--- config.mk ---
export PLATFORM = sky130hd
export DESIGN_NAME = lbm_seq
export DESIGN_NICKNAME = d
export VERILOG_FILES = /design/src/rtl/lbm_pkg.sv /design/src/rtl/lbm_hold.sv /design/src/rtl/lbm_fsm.sv /design/src/rtl/lbm_cnt.sv /design/src/rtl/lbm_seq.sv
export SDC_FILE = /design/constraint.sdc
export NUM_CORES = 1
export LEC_CHECK = 0
export BUFFER_PORTS_ARGS = -buffer_cell sky130_fd_sc_hd__buf_2
export CAP_MARGIN = 0
export CORE_MARGIN = 5
export CORE_UTILIZATION = 52
export DETAILED_ROUTE_END_ITERATION = 8
export GPL_TIMING_DRIVEN = 0
export PLACE_DENSITY = 0.86
export SYNTH_ARGS = -nofsm -noshare
export SYNTH_HDL_FRONTEND = slang
export SYNTH_SLANG_ARGS = --single-unit
--- constraint.sdc ---
create_clock -name clk_i -period 2.9 [get_ports clk_i]
set_clock_uncertainty 0.1 [all_clocks]
set_input_delay 0 -clock clk_i [delete_from_list [all_inputs] [get_ports clk_i]]
set_output_delay 0 -clock clk_i [all_outputs]
set_load 0.05 [all_outputs]
--- src/rtl/lbm_pkg.sv ---
package lbm_pkg;
  typedef enum logic [2:0] {
    ST_IDLE = 3'd0,
    ST_ADDR = 3'd1,
    ST_WAIT = 3'd2,
    ST_SUSP = 3'd3,
    ST_RPLY = 3'd4
  } lbm_st_e;

  function automatic logic st_drives(lbm_st_e st);
    return (st == ST_ADDR) || (st == ST_WAIT);
  endfunction
endpackage

--- src/rtl/lbm_hold.sv ---
module lbm_hold #(
  parameter int ADDR_W = 32,
  parameter int DATA_W = 32
) (
  input  logic              clk_i,
  input  logic              rst_ni,
  input  logic              load_i,
  input  logic              clr_i,
  input  logic [ADDR_W-1:0] addr_i,
  input  logic              write_i,
  input  logic [DATA_W-1:0] wdata_i,
  input  logic              burst_i,
  output logic              pend_o,
  output logic [ADDR_W-1:0] addr_o,
  output logic              write_o,
  output logic [DATA_W-1:0] wdata_o,
  output logic              burst_o
);
  // one-entry replay register: kept until the access terminates
  always_ff @(posedge clk_i or negedge rst_ni) begin
    if (!rst_ni) begin
      pend_o  <= 1'b0;
      addr_o  <= '0;
      write_o <= 1'b0;
      wdata_o <= '0;
      burst_o <= 1'b0;
    end else if (load_i) begin
      pend_o  <= 1'b1;
      addr_o  <= addr_i;
      write_o <= write_i;
      wdata_o <= wdata_i;
      burst_o <= burst_i;
    end else if (clr_i) begin
      pend_o  <= 1'b0;
    end
  end


  no_overwrite_chk: assert property (@(posedge clk_i) disable iff (!rst_ni)
    load_i |-> !pend_o);


  held_stable_chk: assert property (@(posedge clk_i) disable iff (!rst_ni)
    (pend_o && !load_i && $past(pend_o)) |-> ($stable(addr_o) && $stable(write_o) && $stable(wdata_o)));
endmodule

--- src/rtl/lbm_fsm.sv ---
module lbm_fsm
  import lbm_pkg::*;
(
  input  logic clk_i,
  input  logic rst_ni,
  input  logic own_i,
  input  logic wback_i,
  input  logic req_valid_i,
  input  logic pend_i,
  input  logic burst_i,
  input  logic rdy_rtn_i,
  input  logic burst_rdy_i,
  output logic req_ready_o,
  output logic load_o,
  output logic done_o,
  output logic drive_o,
  output logic ads_o
);
  lbm_st_e st_q, st_d;
  logic    term;

  assign term        = rdy_rtn_i || (burst_i && burst_rdy_i);
  assign req_ready_o = (st_q == ST_IDLE) && own_i && !wback_i && !pend_i;
  assign load_o      = req_ready_o && req_valid_i;
  // write-back takes priority over a same-edge termination
  assign done_o      = (st_q == ST_WAIT) && own_i && !wback_i && term;
  assign drive_o     = st_drives(st_q);
  assign ads_o       = (st_q == ST_ADDR);

  always_comb begin
    st_d = st_q;
    case (st_q)
      ST_IDLE: begin
        if (own_i && !wback_i && (pend_i || req_valid_i)) st_d = ST_ADDR;
      end
      ST_ADDR: begin
        if (!own_i)       st_d = ST_IDLE;
        else if (wback_i) st_d = ST_SUSP;
        else              st_d = ST_WAIT;
      end
      ST_WAIT: begin
        if (!own_i)       st_d = ST_IDLE;
        else if (wback_i) st_d = ST_SUSP;
        else if (term)    st_d = ST_IDLE;
      end
      ST_SUSP: begin
        if (!own_i)       st_d = ST_IDLE;
        else if (!wback_i) st_d = ST_RPLY;
      end
      ST_RPLY: begin
        if (!own_i)       st_d = ST_IDLE;
        else if (wback_i) st_d = ST_SUSP;
        else              st_d = ST_ADDR;
      end
      default: st_d = ST_IDLE;
    endcase
  end

  always_ff @(posedge clk_i or negedge rst_ni) begin
    if (!rst_ni) st_q <= ST_IDLE;
    else         st_q <= st_d;
  end


  ready_idle_chk: assert property (@(posedge clk_i) disable iff (!rst_ni)
    req_ready_o |-> !drive_o);


  accept_strobe_chk: assert property (@(posedge clk_i) disable iff (!rst_ni)
    load_o |=> ads_o);


  wback_float_chk: assert property (@(posedge clk_i) disable iff (!rst_ni)
    (drive_o && wback_i) |=> !drive_o);


  replay_strobe_chk: assert property (@(posedge clk_i) disable iff (!rst_ni)
    ((st_q == ST_RPLY) && own_i && !wback_i) |=> ads_o);


  own_loss_chk: assert property (@(posedge clk_i) disable iff (!rst_ni)
    !own_i |=> !drive_o);


  wback_wins_chk: assert property (@(posedge clk_i) disable iff (!rst_ni)
    (drive_o && wback_i && rdy_rtn_i) |=> (!done_o && pend_i));
endmodule

--- src/rtl/lbm_cnt.sv ---
module lbm_cnt #(
  parameter int CNT_W  = 16,
  parameter int DATA_W = 32
) (
  input  logic              clk_i,
  input  logic              rst_ni,
  input  logic              done_i,
  input  logic              write_i,
  input  logic [DATA_W-1:0] rdata_i,
  output logic [CNT_W-1:0]  cnt_o,
  output logic              rsp_valid_o,
  output logic [DATA_W-1:0] rsp_rdata_o
);
  always_ff @(posedge clk_i or negedge rst_ni) begin
    if (!rst_ni) begin
      cnt_o       <= '0;
      rsp_valid_o <= 1'b0;
      rsp_rdata_o <= '0;
    end else begin
      rsp_valid_o <= done_i && !write_i;
      if (done_i) cnt_o <= cnt_o + 1'b1;
      if (done_i && !write_i) rsp_rdata_o <= rdata_i;
    end
  end


  cnt_step_chk: assert property (@(posedge clk_i) disable iff (!rst_ni)
    !$stable(cnt_o) |-> (cnt_o == CNT_W'($past(cnt_o) + 1'b1)));


  rsp_pulse_chk: assert property (@(posedge clk_i) disable iff (!rst_ni)
    rsp_valid_o |=> !rsp_valid_o);
endmodule

--- src/rtl/lbm_seq.sv ---
module lbm_seq #(
  parameter int ADDR_W = 32,
  parameter int DATA_W = 32,
  parameter int CNT_W  = 16
) (
  input  logic              clk_i,
  input  logic              rst_ni,
  input  logic              own_i,
  input  logic              wback_i,
  input  logic              req_valid_i,
  output logic              req_ready_o,
  input  logic [ADDR_W-1:0] req_addr_i,
  input  logic              req_write_i,
  input  logic [DATA_W-1:0] req_wdata_i,
  input  logic              req_burst_i,
  input  logic              rdy_rtn_i,
  input  logic              burst_rdy_i,
  input  logic [DATA_W-1:0] bus_rdata_i,
  output logic              bus_oe_o,
  output logic              ads_o,
  output logic              mio_o,
  output logic              wr_o,
  output logic [ADDR_W-1:0] bus_addr_o,
  output logic [DATA_W-1:0] bus_wdata_o,
  output logic              rsp_valid_o,
  output logic [DATA_W-1:0] rsp_rdata_o,
  output logic [CNT_W-1:0]  done_cnt_o
);
  logic              load, done, drive, pend;
  logic [ADDR_W-1:0] h_addr;
  logic              h_write, h_burst;
  logic [DATA_W-1:0] h_wdata;

  lbm_hold #(.ADDR_W(ADDR_W), .DATA_W(DATA_W)) u_hold (
    .clk_i   (clk_i),
    .rst_ni  (rst_ni),
    .load_i  (load),
    .clr_i   (done),
    .addr_i  (req_addr_i),
    .write_i (req_write_i),
    .wdata_i (req_wdata_i),
    .burst_i (req_burst_i),
    .pend_o  (pend),
    .addr_o  (h_addr),
    .write_o (h_write),
    .wdata_o (h_wdata),
    .burst_o (h_burst)
  );

  lbm_fsm u_fsm (
    .clk_i       (clk_i),
    .rst_ni      (rst_ni),
    .own_i       (own_i),
    .wback_i     (wback_i),
    .req_valid_i (req_valid_i),
    .pend_i      (pend),
    .burst_i     (h_burst),
    .rdy_rtn_i   (rdy_rtn_i),
    .burst_rdy_i (burst_rdy_i),
    .req_ready_o (req_ready_o),
    .load_o      (load),
    .done_o      (done),
    .drive_o     (drive),
    .ads_o       (ads_o)
  );

  lbm_cnt #(.CNT_W(CNT_W), .DATA_W(DATA_W)) u_cnt (
    .clk_i       (clk_i),
    .rst_ni      (rst_ni),
    .done_i      (done),
    .write_i     (h_write),
    .rdata_i     (bus_rdata_i),
    .cnt_o       (done_cnt_o),
    .rsp_valid_o (rsp_valid_o),
    .rsp_rdata_o (rsp_rdata_o)
  );

  // released outputs read as zero; bus_oe_o is the float control
  assign bus_oe_o    = drive;
  assign mio_o       = drive;
  assign wr_o        = drive && h_write;
  assign bus_addr_o  = drive ? h_addr : '0;
  assign bus_wdata_o = (drive && h_write) ? h_wdata : '0;


  release_quiet_chk: assert property (@(posedge clk_i) disable iff (!rst_ni)
    $fell(bus_oe_o) |-> (!ads_o && !wr_o && !mio_o && (bus_addr_o == '0)));
endmodule

======== Word level (Yosys, flattened, before mapping) ========
Index checks and enable logic that the tools add are counted.
word-level totals
  register bits after elaboration ......... 119
  bits of input ports ..................... 105
  output and inout port bits .............. 118
operators by class
  $add $sub $neg .......................... 1
  equality and inequality tests ........... 7
  mux-type cells .......................... 15
  reductions and logical operators ........ 21
operators by type and width
  kind                   count
  $mux 32                2
  $mux 3                 8
  $add 16x1->16 const B  1
  $pmux 3 s5             1
  $logic_and 1x1->1      12
  $eq 3x2->1 const B     2
  $ne 4x3->1 const B     1
  $eq 3x1->1 const B     1
  $eq 3x3->1 const B     1
  $logic_not 1->1        3
  $logic_not 3->1        1
  $logic_or 1x1->1       3
  $mux 1                 3
  $ne 3x3->1 const B     1
  $reduce_and 3->1       1
  $mux 2                 1
  $ne 2x2->1 const B     1
  $reduce_bool 2->1      1

======== Longest topological paths before layout ========
  depth in word-level cells ............... 6
  mapped depth ............................ 7
  mapped depth without buffers ............ 4

======== Modules after synthesis ========
Synthesis repeated with hierarchy kept, for this count alone.
unflattened totals
  cells, all modules ...................... 379
  area, all modules ....................... 5303.8 µm²
by module, submodules not included
  module    times used  cells an instance  area each (µm²)  sequential area each (µm²)
  lbm_hold  1           142                2596.2           1676.6
  lbm_cnt   1           133                1971.9           1226.2
  lbm_seq   1           76                 494.2            0.0
  lbm_fsm   1           28                 241.5            75.1

======== Worst setup path before layout ========
Ideal clock, no wire load.
  kind .................................... reg-to-reg
  start point ............................. register u_fsm.st_q[0]
  end point ............................... register u_hold.wdata_o[10]
  arrival time ............................ 2.227 ns
  data required time ...................... 2.675 ns
  setup slack ............................. 0.448 ns
  cell stages (with the launch flop) ...... 8
  buffers on the path ..................... 3
  period minus slack after synthesis ...... 2.452 ns
  cells stage by stage .................... dfrtp_1 -> buf_6 -> nor3b_4 -> nor4b_4 -> nand2_1 -> buf_6 -> buf_6 -> mux2_4
on the way
  longest elaborated chain between the ends .. 5
ends and longest elaborated chain
  element                          line            source
  start: declaration               lbm_fsm.sv:19   lbm_st_e st_q, st_d;
  start signal: assignment         lbm_fsm.sv:61   else st_q <= st_d;
  $logic_not 3->1                  lbm_fsm.sv:23   assign req_ready_o = (st_q == ST_IDLE) && own_i && !wback_i && !pend_i;
  $logic_and 1x1->1 (3 in series)  lbm_fsm.sv:23
  named net req_ready_o            lbm_seq.sv:11   output logic req_ready_o,
  $logic_and 1x1->1                lbm_fsm.sv:24   assign load_o = req_ready_o && req_valid_i;
  end signal: assignment           lbm_hold.sv:31  wdata_o <= wdata_i;
  end: declaration                 lbm_hold.sv:16  output logic [DATA_W-1:0] wdata_o,
The timed path passes the listed nets, and every way through them passes these cells.
A chain may end at the register's enable or synchronous reset.

======== Final worst setup path ========
  start point ............................. register u_fsm.st_q[1]
  end point ............................... output bus_wdata_o[24]
on the way
  longest elaborated chain between the ends .. 4
ends and longest elaborated chain
  element                                          line           source
  $eq 3x1->1 / $eq 3x2->1 (equally long branches)  lbm_pkg.sv:11  return (st == ST_ADDR) || (st == ST_WAIT);
  $logic_or 1x1->1 (*)                             lbm_pkg.sv:11
  $logic_and 1x1->1 (*)                            lbm_seq.sv:83  assign bus_wdata_o = (drive && h_write) ? h_wdata : '0;
  $mux 32 (*)                                      lbm_seq.sv:83
  end: declaration                                 lbm_seq.sv:24  output logic [DATA_W-1:0] bus_wdata_o,
Mark *: on every way between the ends. The rest lies on a longest branch, timed or not.

==> impl_metrics.py <==
metrics = {
    "logic_synthesis": {
        "synth_edf_count": 0,
        "yosysTopAreaCellShare": 0.567,
        "synth_top_area_cell": "dfrtp_1",
        "synth_ff_type": "dfrtp_1",
        "synth.most_common_cell": "dfrtp_1",
        "ys_async_sr_fraction": 1.00,
        "synthCells": 383,
        "synth.avg_cell_area_um2": 13.7,
        "synthTopCellsByArea": "dfrtp_1, mux2_2, mux2_4, and2_1, and3_1",
        "yosysWarnings": 0,
        "synth.distinct_cells": 36,
        "synthTopCellsByCount": "dfrtp_1, mux2_2, and2_1",
        "ys_seq_area_frac": 0.567,
        "synth-seq-cells": 119,
        "syn-num-nets": 489,
        "synth_area_mm2": 0.00526,
    },
    "route": {
        "drc": 0,
        "first_pass_iters": 4,
        "drt.antenna.violating_nets": 0,
        "drt_iter0_markers": 176,
        "drt-total-wl_um": 17800,
        "vias_per_cell": 5.18,
        "wl_per_cell_um": 20.1,
        "vias": 4566,
    },
    "timing": {
        "drv_slew": 0,
        "fin_ws_ns": 0.154,
        "finalCriticalPeriod_ns": 2.75,
        "worstMarginPinSlew_ns": 0.561,
        "max_freq_ghz": 0.364,
        "slew_headroom": 0.626,
        "post-route-period-util": 0.947,
        "grt_setup_unrepaired": "false",
        "setup_viol": 0,
        "hold_violations": 0,
        "finalSetupTns_ns": 0,
    },
    "layout": {
        "drive_above_1_share": 0.498,
        "stdcell_count": 881,
        "layout.nets": 840,
        "fillers": 509,
        "area_growth_pct": 56.5,
    },
    "min_path": {
        "hold_path_class": "in -> reg",
    },
    "floorplan": {
        "num_rows": 36,
        "pin_count": 223,
        "die_y_um": 111,
        "coreArea_mm2": 0.00982,
        "dieArea_mm2": 0.0122,
        "die_w_um": 111,
        "initial_core_util": 0.535,
    },
    "power_and_ir_drop": {
        "seqPwrFrac": 0.295,
        "ir_drop_v": 0.000877,
        "power_density_mw_per_mm2": 1160,
        "switching_power_mw": 4.49,
        "comb_power_share": 0.503,
        "pwr-share-clk": 0.202,
        "p_sw_frac": 0.471,
        "p_leak_nw": 4.41,
        "p_int_mw": 5.05,
    },
    "clock_tree": {
        "cts_tree": "yes",
        "htree_levels": 4,
        "cts_made_buffers": 17,
        "clk_pin_slew_ns": 0.06,
        "cts_setup_buffers": 0,
        "cts_buffer_depth": 2,
        "clock_sinks": 119,
        "clk_latency_ns": 0.50,
        "cts_root_buf": "clkbuf_8",
    },
    "worst_setup_path": {
        "worst-path-max-fanout": 10,
        "startpoint_type": "flop",
        "crit_required_ns": 2.80,
        "criticalPathCategory": "reg -> out",
        "crit_arrival_ns": 2.65,
        "cp-end-kind": "output port",
    },
    "grt": {
        "grt_pass1_wl_um": 28600,
        "first_global_vias": 5197,
        "overflow": 0,
        "grt_antenna_before_repair": 1,
        "grt_use_total": 0.294,
        "grt_max_degree": 73,
    },
    "status": {
        "status": "completed",
    },
    "placement": {
        "dp_slack_ns": 0.452,
        "hpwl_um": 10200,
        "place_inst": 739,
        "io_buffers": 222,
        "place_congestion": 0.868,
    },
    "flow_run": {
        "maxCapViolCount": 0,
    },
}
[cells by family (layout without fill, tap and decap cells)]
group           Yosys count  count (layout)  synth area share
compound gates            9               9            0.0117
xor+xnor                 15              15            0.0250
fa+ha+maj                 1               1           0.00238
buf+inv                  27             391            0.0302
flops                   119             119             0.567
mux                      99              99             0.233
other cells               0               1                 0
simple gates            113             113             0.131
[power by group through the flow]
stage | Sequential [mW] | Clock, mW | Combinational [mW]
after floorplan | 3.44 | 0 | 2.72
after global placement | 2.69 | 0 | 4.46
after detailed placement | 2.74 | 0 | 4.55
after CTS | 2.74 | 1.95 | 4.70
after global routing | 2.88 | 2.04 | 5.03
final | 2.82 | 1.93 | 4.80
[final cells by class]
cell class | count | area (um2) | area share
clock inverter | 12 | 104 | 0.0126
clock buffer | 20 | 445 | 0.0542
inverter | 3 | 11.3 | 0.00137
multi-input combinational | 237 | 2120 | 0.258
timing repair buffer | 332 | 2250 | 0.274
antenna | 1 | 2.50 | 0.000304
tap | 133 | 166 | 0.0202
sequential | 119 | 2980 | 0.362
buffer | 24 | 149 | 0.0181
[worst paths after layout]
check | from | endpoint | slack (ns) | cells after the start
worst max-delay path | u_fsm.st_q[1]$_DFFE_PN0P_ | bus_wdata_o[24] | 0.15 | 7
worst min-delay path | req_addr_i[22] | u_hold.addr_o[22]$_DFFE_PN0P_ | 0.16 | 3
worst max register to register | u_hold.burst_o$_DFFE_PN0P_ | u_cnt.rsp_rdata_o[8]$_DFFE_PN0P_ | 0.31 | 6
worst min register to register | u_cnt.cnt_o[5]$_DFFE_PN0P_ | u_cnt.cnt_o[5]$_DFFE_PN0P_ | 0.39 | 1
max in group asynchronous | rst_ni | u_hold.wdata_o[21]$_DFFE_PN0P_ | 1.81 | 4
min in group asynchronous | rst_ni | u_cnt.cnt_o[8]$_DFFE_PN0P_ | 0.56 | 4
[timing repair]
action	4_1_cts	5_1_grt
hold buffers	109	0
gates resized for setup	0	2
setup endpoints to repair	0	37
endpoints found under the hold margin	223	0
[through the flow]
step	hold slack (ns)	power (mW)	utilization	area, um2
2_1_floorplan	-0.396	6.16	-	5260
3_3_place_gp	0.132	7.15	0.665	6530
3_5_place_dp	-0.0423	7.29	0.668	6560
4_1_cts	0.133	9.38	0.837	8220
5_1_grt	0.158	9.94	0.838	8220
6_report	0.162	9.55	0.838	8220
[state kept, by name (all words and copies together), names as in the netlist, 3 cells and up]
register / flops
u_cnt.rsp_rdata_o: 32
u_fsm.st_q: 3
u_hold.addr_o: 32
u_hold.wdata_o: 32
u_cnt.cnt_o: 16
[critical path: stages, from the launching register on]
cell and delay (ns):
dfrtp_1 0.35, buf_2 0.18, nand2b_1 0.18, a21oi_1 0.22
clkbuf_2 0.29, clkbuf_1 0.35, and3_1 0.28, buf_2 0.29
[per-layer routing]
layer | share of wire | track usage | wire [um]
met4 | 0.023 | 0.105 | 417
met3 | 0.076 | 0.0897 | 1350
met2 | 0.51 | 0.508 | 9110
met1 | 0.39 | 0.347 | 6880
met5 | 0 | 0 | 0
[cell usage in the layout, fill, tap and decap left out, types with 2 or more instances in the layout]
cell type / Yosys / final
a21oi_1: 3 / 3
and2_1: 34 / 34
and3_1: 32 / 32
and4_1: 2 / 2
buf_16: 0 / 2
buf_2: 4 / 225
buf_4: 4 / 5
buf_6: 5 / 5
clkbuf_1: 11 / 11
clkbuf_16: 0 / 16
clkbuf_8: 0 / 3
clkinv_2: 0 / 4
clkinvlp_4: 0 / 6
dfrtp_1: 119 / 119
dlygate4sd3_1: 0 / 108
inv_1: 3 / 3
mux2_2: 70 / 70
mux2_4: 29 / 29
nand2_1: 9 / 9
nand2b_1: 3 / 3
nand3_1: 5 / 5
nand4_1: 4 / 4
nor2_1: 9 / 9
nor3_1: 6 / 6
xnor2_1: 4 / 4
xor2_1: 11 / 11
No activity file was read; power rests on OpenSTA's default activity.
